<file path="src/rtl/qmap_pkg.sv">
package qmap_pkg;
  typedef enum logic [1:0] {
    ST_IDLE,
    ST_READ,
    ST_MAP
  } map_state_t;
endpackage

</file>
<file path="src/rtl/qmap_alloc_ram.sv">
// Bit-allocation store: one write port and one registered read port,
// so that it can be inferred as block RAM.
module qmap_alloc_ram #(
  parameter int DEPTH = 256,
  parameter int DW    = 4,
  localparam int AW   = $clog2(DEPTH)
) (
  input  logic          clk,
  input  logic          wr_en,
  input  logic [AW-1:0] wr_addr,
  input  logic [DW-1:0] wr_data,
  input  logic [AW-1:0] rd_addr,
  output logic [DW-1:0] rd_data
);
  logic [DW-1:0] mem [DEPTH];

  always_ff @(posedge clk) begin
    if (wr_en) mem[wr_addr] <= wr_data;
    rd_data <= mem[rd_addr];
  end
endmodule

</file>
<file path="src/rtl/qmap_bit_buffer.sv">
// Shift buffer: takes up to 'take_n' bits off the low end each cycle
// and appends an input word right above the bits that remain.
module qmap_bit_buffer #(
  parameter int IN_W  = 8,
  parameter int WIN_W = 14,
  localparam int BUF_W = WIN_W + IN_W,
  localparam int CW    = $clog2(BUF_W + 1)
) (
  input  logic             clk,
  input  logic             rst,
  input  logic             in_valid,
  output logic             in_ready,
  input  logic [IN_W-1:0]  in_bits,
  input  logic             take_en,
  input  logic [CW-1:0]    take_n,
  output logic [CW-1:0]    fill,
  output logic [WIN_W-1:0] window
);
  logic [BUF_W-1:0] store_q;
  logic [CW-1:0]    fill_q;
  logic [CW-1:0]    used;
  logic [CW-1:0]    rem;
  logic [BUF_W-1:0] kept;

  always_comb begin
    used = take_en ? take_n : '0;
    rem  = fill_q - used;
    kept = store_q >> used;
  end

  assign in_ready = (fill_q <= CW'(BUF_W - IN_W));

  always_ff @(posedge clk) begin
    if (rst) begin
      store_q <= '0;
      fill_q  <= '0;
    end else if (in_valid && in_ready) begin
      store_q <= kept | (BUF_W'(in_bits) << rem);
      fill_q  <= rem + CW'(IN_W);
    end else begin
      store_q <= kept;
      fill_q  <= rem;
    end
  end

  assign fill   = fill_q;
  assign window = store_q[WIN_W-1:0];
endmodule

</file>
<file path="src/rtl/qmap_point_calc.sv">
// Splits a carrier's bit group between the two axes and converts each
// axis code to its odd-integer coordinate.
module qmap_point_calc #(
  parameter int MAX_N   = 14,
  parameter int NB_W    = 4,
  parameter int COORD_W = 16,
  localparam int HX     = (MAX_N + 1) / 2,
  localparam int HY     = MAX_N / 2
) (
  input  logic [NB_W-1:0]    nbits,
  input  logic [MAX_N-1:0]   window,
  output logic [COORD_W-1:0] x,
  output logic [COORD_W-1:0] y
);
  logic [HX-1:0]   kx;
  logic [HY-1:0]   ky;
  logic [NB_W-1:0] nx;
  logic [NB_W-1:0] ny;

  for (genvar g = 0; g < HX; g++) begin : g_xbit
    localparam logic [NB_W:0] POS = (NB_W + 1)'(2 * g);
    assign kx[g] = (POS < {1'b0, nbits}) ? window[2*g] : 1'b0;
  end

  for (genvar g = 0; g < HY; g++) begin : g_ybit
    localparam logic [NB_W:0] POS = (NB_W + 1)'(2 * g + 1);
    assign ky[g] = (POS < {1'b0, nbits}) ? window[2*g+1] : 1'b0;
  end

  always_comb begin
    nx = NB_W'(({1'b0, nbits} + (NB_W + 1)'(1)) >> 1);
    ny = nbits >> 1;
    x  = (COORD_W'(kx) << 1) + COORD_W'(1) - (COORD_W'(1) << nx);
    y  = (COORD_W'(ky) << 1) + COORD_W'(1) - (COORD_W'(1) << ny);
  end
endmodule

</file>
<file path="src/rtl/qam_carrier_mapper.sv">
module qam_carrier_mapper
  import qmap_pkg::*;
#(
  parameter int NUM_CARRIERS = 256,
  parameter int MAX_N        = 14,
  parameter int IN_W         = 8,
  parameter int COORD_W      = 16,
  localparam int AW          = $clog2(NUM_CARRIERS),
  localparam int NB_W        = $clog2(MAX_N + 1)
) (
  input  logic               clk,
  input  logic               rst,
  input  logic               tbl_we,
  input  logic [AW-1:0]      tbl_addr,
  input  logic [NB_W-1:0]    tbl_nbits,
  input  logic               sym_start,
  input  logic               in_valid,
  output logic               in_ready,
  input  logic [IN_W-1:0]    in_bits,
  output logic               pt_valid,
  input  logic               pt_ready,
  output logic [COORD_W-1:0] pt_x,
  output logic [COORD_W-1:0] pt_y,
  output logic [AW-1:0]      pt_idx,
  output logic               pt_last
);
  localparam int BUF_W = MAX_N + IN_W;
  localparam int CW    = $clog2(BUF_W + 1);
  localparam logic [AW-1:0] LAST_IDX = AW'(NUM_CARRIERS - 1);

  map_state_t         state_q;
  logic [AW-1:0]      idx_q;
  logic [NB_W-1:0]    tbl_q;
  logic [NB_W-1:0]    n_eff;
  logic [CW-1:0]      fill;
  logic [MAX_N-1:0]   window;
  logic [COORD_W-1:0] calc_x;
  logic [COORD_W-1:0] calc_y;
  logic               fire;
  logic               last_c;

  qmap_alloc_ram #(.DEPTH(NUM_CARRIERS), .DW(NB_W)) u_table (
    .clk     (clk),
    .wr_en   (tbl_we),
    .wr_addr (tbl_addr),
    .wr_data (tbl_nbits),
    .rd_addr (idx_q),
    .rd_data (tbl_q)
  );

  // Entries above the largest load are clamped.
  assign n_eff  = (tbl_q > NB_W'(MAX_N)) ? NB_W'(MAX_N) : tbl_q;
  assign last_c = (idx_q == LAST_IDX);
  assign fire   = (state_q == ST_MAP) && !sym_start &&
                  (fill >= CW'(n_eff)) && (!pt_valid || pt_ready);

  qmap_bit_buffer #(.IN_W(IN_W), .WIN_W(MAX_N)) u_buffer (
    .clk      (clk),
    .rst      (rst),
    .in_valid (in_valid),
    .in_ready (in_ready),
    .in_bits  (in_bits),
    .take_en  (fire),
    .take_n   (CW'(n_eff)),
    .fill     (fill),
    .window   (window)
  );

  qmap_point_calc #(.MAX_N(MAX_N), .NB_W(NB_W), .COORD_W(COORD_W)) u_calc (
    .nbits  (n_eff),
    .window (window),
    .x      (calc_x),
    .y      (calc_y)
  );

  always_ff @(posedge clk) begin
    if (rst) begin
      state_q  <= ST_IDLE;
      idx_q    <= '0;
      pt_valid <= 1'b0;
      pt_x     <= '0;
      pt_y     <= '0;
      pt_idx   <= '0;
      pt_last  <= 1'b0;
    end else begin
      if (fire) begin
        pt_valid <= 1'b1;
        pt_x     <= calc_x;
        pt_y     <= calc_y;
        pt_idx   <= idx_q;
        pt_last  <= last_c;
      end else if (pt_ready) begin
        pt_valid <= 1'b0;
      end

      if (sym_start) begin
        idx_q   <= '0;
        state_q <= ST_READ;
      end else begin
        case (state_q)
          ST_READ: state_q <= ST_MAP;
          ST_MAP: begin
            if (fire) begin
              if (last_c) begin
                state_q <= ST_IDLE;
              end else begin
                idx_q   <= idx_q + AW'(1);
                state_q <= ST_READ;
              end
            end
          end
          default: state_q <= ST_IDLE;
        endcase
      end
    end
  end
endmodule

</file>
<file path="config.mk">
export PLATFORM = sky130hd
export DESIGN_NAME = qam_carrier_mapper
export DESIGN_NICKNAME = d
export VERILOG_FILES = /design/src/rtl/qmap_pkg.sv /design/src/rtl/qmap_alloc_ram.sv /design/src/rtl/qmap_bit_buffer.sv /design/src/rtl/qmap_point_calc.sv /design/src/rtl/qam_carrier_mapper.sv
export SDC_FILE = /design/constraint.sdc
export NUM_CORES = 1
export LEC_CHECK = 0
export ABC_AREA = 1
export BUFFER_PORTS_ARGS = -buffer_cell sky130_fd_sc_hd__buf_2
export CORE_UTILIZATION = 68
export DETAILED_ROUTE_END_ITERATION = 10
export PLACE_DENSITY_LB_ADDON = 0.05
export RECOVER_POWER = 25
export SLEW_MARGIN = 20
export SYNTH_ARGS = -nofsm -noshare
export SYNTH_HDL_FRONTEND = slang
export SYNTH_SLANG_ARGS = --single-unit
</file>
<file path="constraint.sdc">
create_clock -name clk -period 8.6 [get_ports clk]
set_input_delay 0.86 -clock clk [delete_from_list [all_inputs] [get_ports clk]]
set_output_delay 0.86 -clock clk [all_outputs]
set_load 0.005 [all_outputs]
</file>
==> results.json <==
{
  "status": "finished with violations",
  "violations": "capacitance limit, slew limit",
  "synth_top_area_share_pct": 65.69,
  "min_from": "sym_start",
  "port-buffer-count": 68,
  "postSynthAreaPerCell_sq_um": 11.36,
  "synth_area_leaders": "edfxtp_1 (66%), nor2_1 (7.2%), o21ai_0 (6.2%)",
  "cts-root-buf": "clkbuf_16",
  "dpl.hpwl_microns": 67680,
  "crit_fanout": 139,
  "cpLargestDelayFamily": "buffers and inverters",
  "async_reset_ff_share_pct": 0,
  "antenna_left": 0,
  "timing.final.crit_share_pct": 68.13,
  "setup_violations": 0,
  "post-cts-setup-buffers": 0,
  "synth_edf_count": 1024,
  "wl_per_cell_microns": 23.95,
  "dp.cells": 4821,
  "gp_congestion": 0.9651,
  "critPathSlowestCell": "clkbuf_1",
  "cellInternalPower_w": 0.008915,
  "yosysSeqAreaShare_pct": 69.16,
  "slew_viol_final": 502,
  "path_cells": "clkbuf_1",
  "ys_ff_latch": 1105,
  "fin_setup_tns_ps": 0,
  "antenna_found_initial": 3,
  "crit_end": "u_table.mem[219][2]",
  "layout_common_cells": "edfxtp_1 (1024), nor2_1 (900), o21ai_0 (576)",
  "die_w_microns": 264.4,
  "critPathKind": "input pin to flop",
  "power.share.combinational_pct": 3.8,
  "die_y_microns": 264.4,
  "arrival_ps": 5380,
  "worstSetupStartpoint": "tbl_nbits[2]",
  "hold-path-cell-count": 2,
  "r2r-start": "u_table.rd_data[2]",
  "final_nets": 4122,
  "clock_sinks": 1105,
  "synth_top_area_cell": "edfxtp_1",
  "cts.clk_slew.worst_paths_ps": 60,
  "core-area_sq_um": 67630,
  "dieArea_sq_um": 69890,
  "power_switching_w": 0.002359,
  "via_per_inst": 6.531,
  "grt_pass1_wl_microns": 181500,
  "rsz0062_at_grt": "false",
  "power_density_nw_per_um2": 221.1,
  "yosys_warnings": 0,
  "numCtsBuffers": 108,
  "synth.distinct_cells": 49,
  "mappedNetlistArea_sq_um": 46810,
  "finalNonFillerCells": 5023,
  "hold_viol": 0,
  "min_path_type": "input pin to flop",
  "worst_pin_slew_ps": 6452,
  "clk_latency_ps": 670,
  "max_stage_delay_ps": 4410,
  "p_clk_share_pct": 43.6,
  "synth_ff_type": "edfxtp_1",
  "io_pins": 69,
  "vias": 32804,
  "clock_path_buffers": 3,
  "rows": 95,
  "met2_length_microns": 55070,
  "nFillCells": 4470,
  "drtIter0Drc": 4613,
  "dr_wl_met3_microns": 12780,
  "cp_num_buf_inv": 1,
  "p_leak_nw": 17.11,
  "rr_endpoint": "u_buffer.store_q[2]",
  "end_kind": "flop",
  "htreeDepth": 3,
  "overflow": 0,
  "reg2reg_depth": 26,
  "start_util_pct": 69.21,
  "topRoutingLayerUsed": "met5",
  "setup_slack_ps": 2740,
  "layout-drive-gt1-share_pct": 7.258,
  "drt_wl_total_microns": 120300,
  "grtUsageTotal_pct": 34.39,
  "seq_power_share_pct": 52.5,
  "dr.pass1.iters": 9,
  "hold_buffers": 0,
  "critical_path_depth": 1,
  "start_kind": "input pin",
  "area_growth_pct": 8.947,
  "drc": 0,
  "slew_headroom_pct": -330.1,
  "cts_tree": "yes",
  "netlist_instances": 4122,
  "cap_violations": 8,
  "syn-num-nets": 4186,
  "grt_max_degree": 239,
  "switching_share_pct": 20.92,
  "min_period_ps": 5860,
  "final_common_cell": "edfxtp_1",
  "ir_worst_vdd_mv": 0.1895,
  "first_global_vias": 30849,
  "skew_ps": 18.56,
  "cts-resized-gates": 0,
  "timing.fmax_ghz": 0.1707,
  "critPathRequiredTime_ps": 8120,
  "place_ws_ps": 3532,
  "drt-met1-wl_microns": 47980,
  "ff2ff_setup_slack_ps": 3480
}
## cells by family after synthesis
| logic type | after synthesis | share of synthesized area [%] |
|---|---|---|
| and+or+nand+nor | 1562 | 13.73 |
| DFF | 1105 | 69.16 |
| AOI/OAI and AO/OA | 974 | 11.76 |
| buffers and inverters | 427 | 3.972 |
| adders and majority gates | 38 | 1.080 |
| xor gates and xnor gates | 13 | 0.2432 |
| muxes | 3 | 0.06415 |
## cells in the mapped netlist (3+ instances only)
master       n
edfxtp_1  1024
nor2_1     901
o21ai_0    576
nand2_1    338
nand3_1    261
clkbuf_1   172
o22ai_1    145
inv_1      130
a21oi_1    100
buf_2       85
dfxtp_1     81
o211ai_1    77
o221ai_1    53
ha_1        34
nand4_1     30
buf_4       18
nor3_1       8
a31oi_1      7
xor2_1       7
buf_6        6
clkinv_1     6
inv_2        6
xnor2_1      6
nand2_2      5
fa_1         4
nand2_4      4
o21a_1       4
mux2i_1      3
nand3_2      3
nor2_4       3
o21bai_1     3
## area by class of cell
type | count | area, sq um | area share [%]
Antenna cell | 3 | 7.507 | 0.01472
Clock buffer | 130 | 2806 | 5.503
Clock inverter | 69 | 875.8 | 1.717
Inverter | 143 | 554.3 | 1.087
Multi-Input combinational cell | 2590 | 12590 | 24.69
Sequential cell | 1105 | 32380 | 63.50
Tap cell | 873 | 1092 | 2.142
Timing Repair Buffer | 110 | 684.4 | 1.342
## flip-flops by register name, summed over array words and instances (netlist names)
register / count
u_table.mem: 1024
u_buffer.fill: 5
u_table.rd_data: 4
state_q: 2
pt_valid: 1
idx_q: 8
u_buffer.store_q: 22
pt_y: 14
pt_idx: 8
pt_last: 1
pt_x: 16
## power by group through the flow
stage	Clock, W	Combinational, W	Sequential [W]
global placement	0	0.000420	0.00603
global route	0.00512	0.000474	0.00592
floorplan	0	0.000241	0.00602
detailed placement	0	0.000422	0.00603
CTS	0.00492	0.000426	0.00591
finish	0.00492	0.000433	0.00592
## through the flow
| stage | total power [W] | cell area [sq um] | util, % | hold slack (ps) |
|---|---|---|---|---|
| 3_5_place_dp | 0.006451 | 47360 | 70.03 | 439.7 |
| 6_report | 0.01127 | 51000 | 75.40 | 388.5 |
| 5_1_grt | 0.01152 | 50990 | 75.39 | 384.4 |
| 3_3_place_gp | 0.006448 | 47360 | 70.03 | 431.2 |
| 2_1_floorplan | 0.006262 | 46810 | - | 439.1 |
| 4_1_cts | 0.01126 | 51050 | 75.47 | 362.5 |
## metal layers
layer,up-vias,track usage (%)
met5,-,0
met4,4,12.63
met3,289,5.620
met2,2035,53.15
met1,15744,50.01
li1,14732,-
## how the worst min path moves through the flow
stage                           to
after floorplan           pt_y[12]
after global placement    pt_y[12]
after detailed placement  pt_y[12]
after CTS                 idx_q[2]
after global routing      idx_q[2]
final                     idx_q[2]
Note: power is estimated with default switching activity, not from simulation.
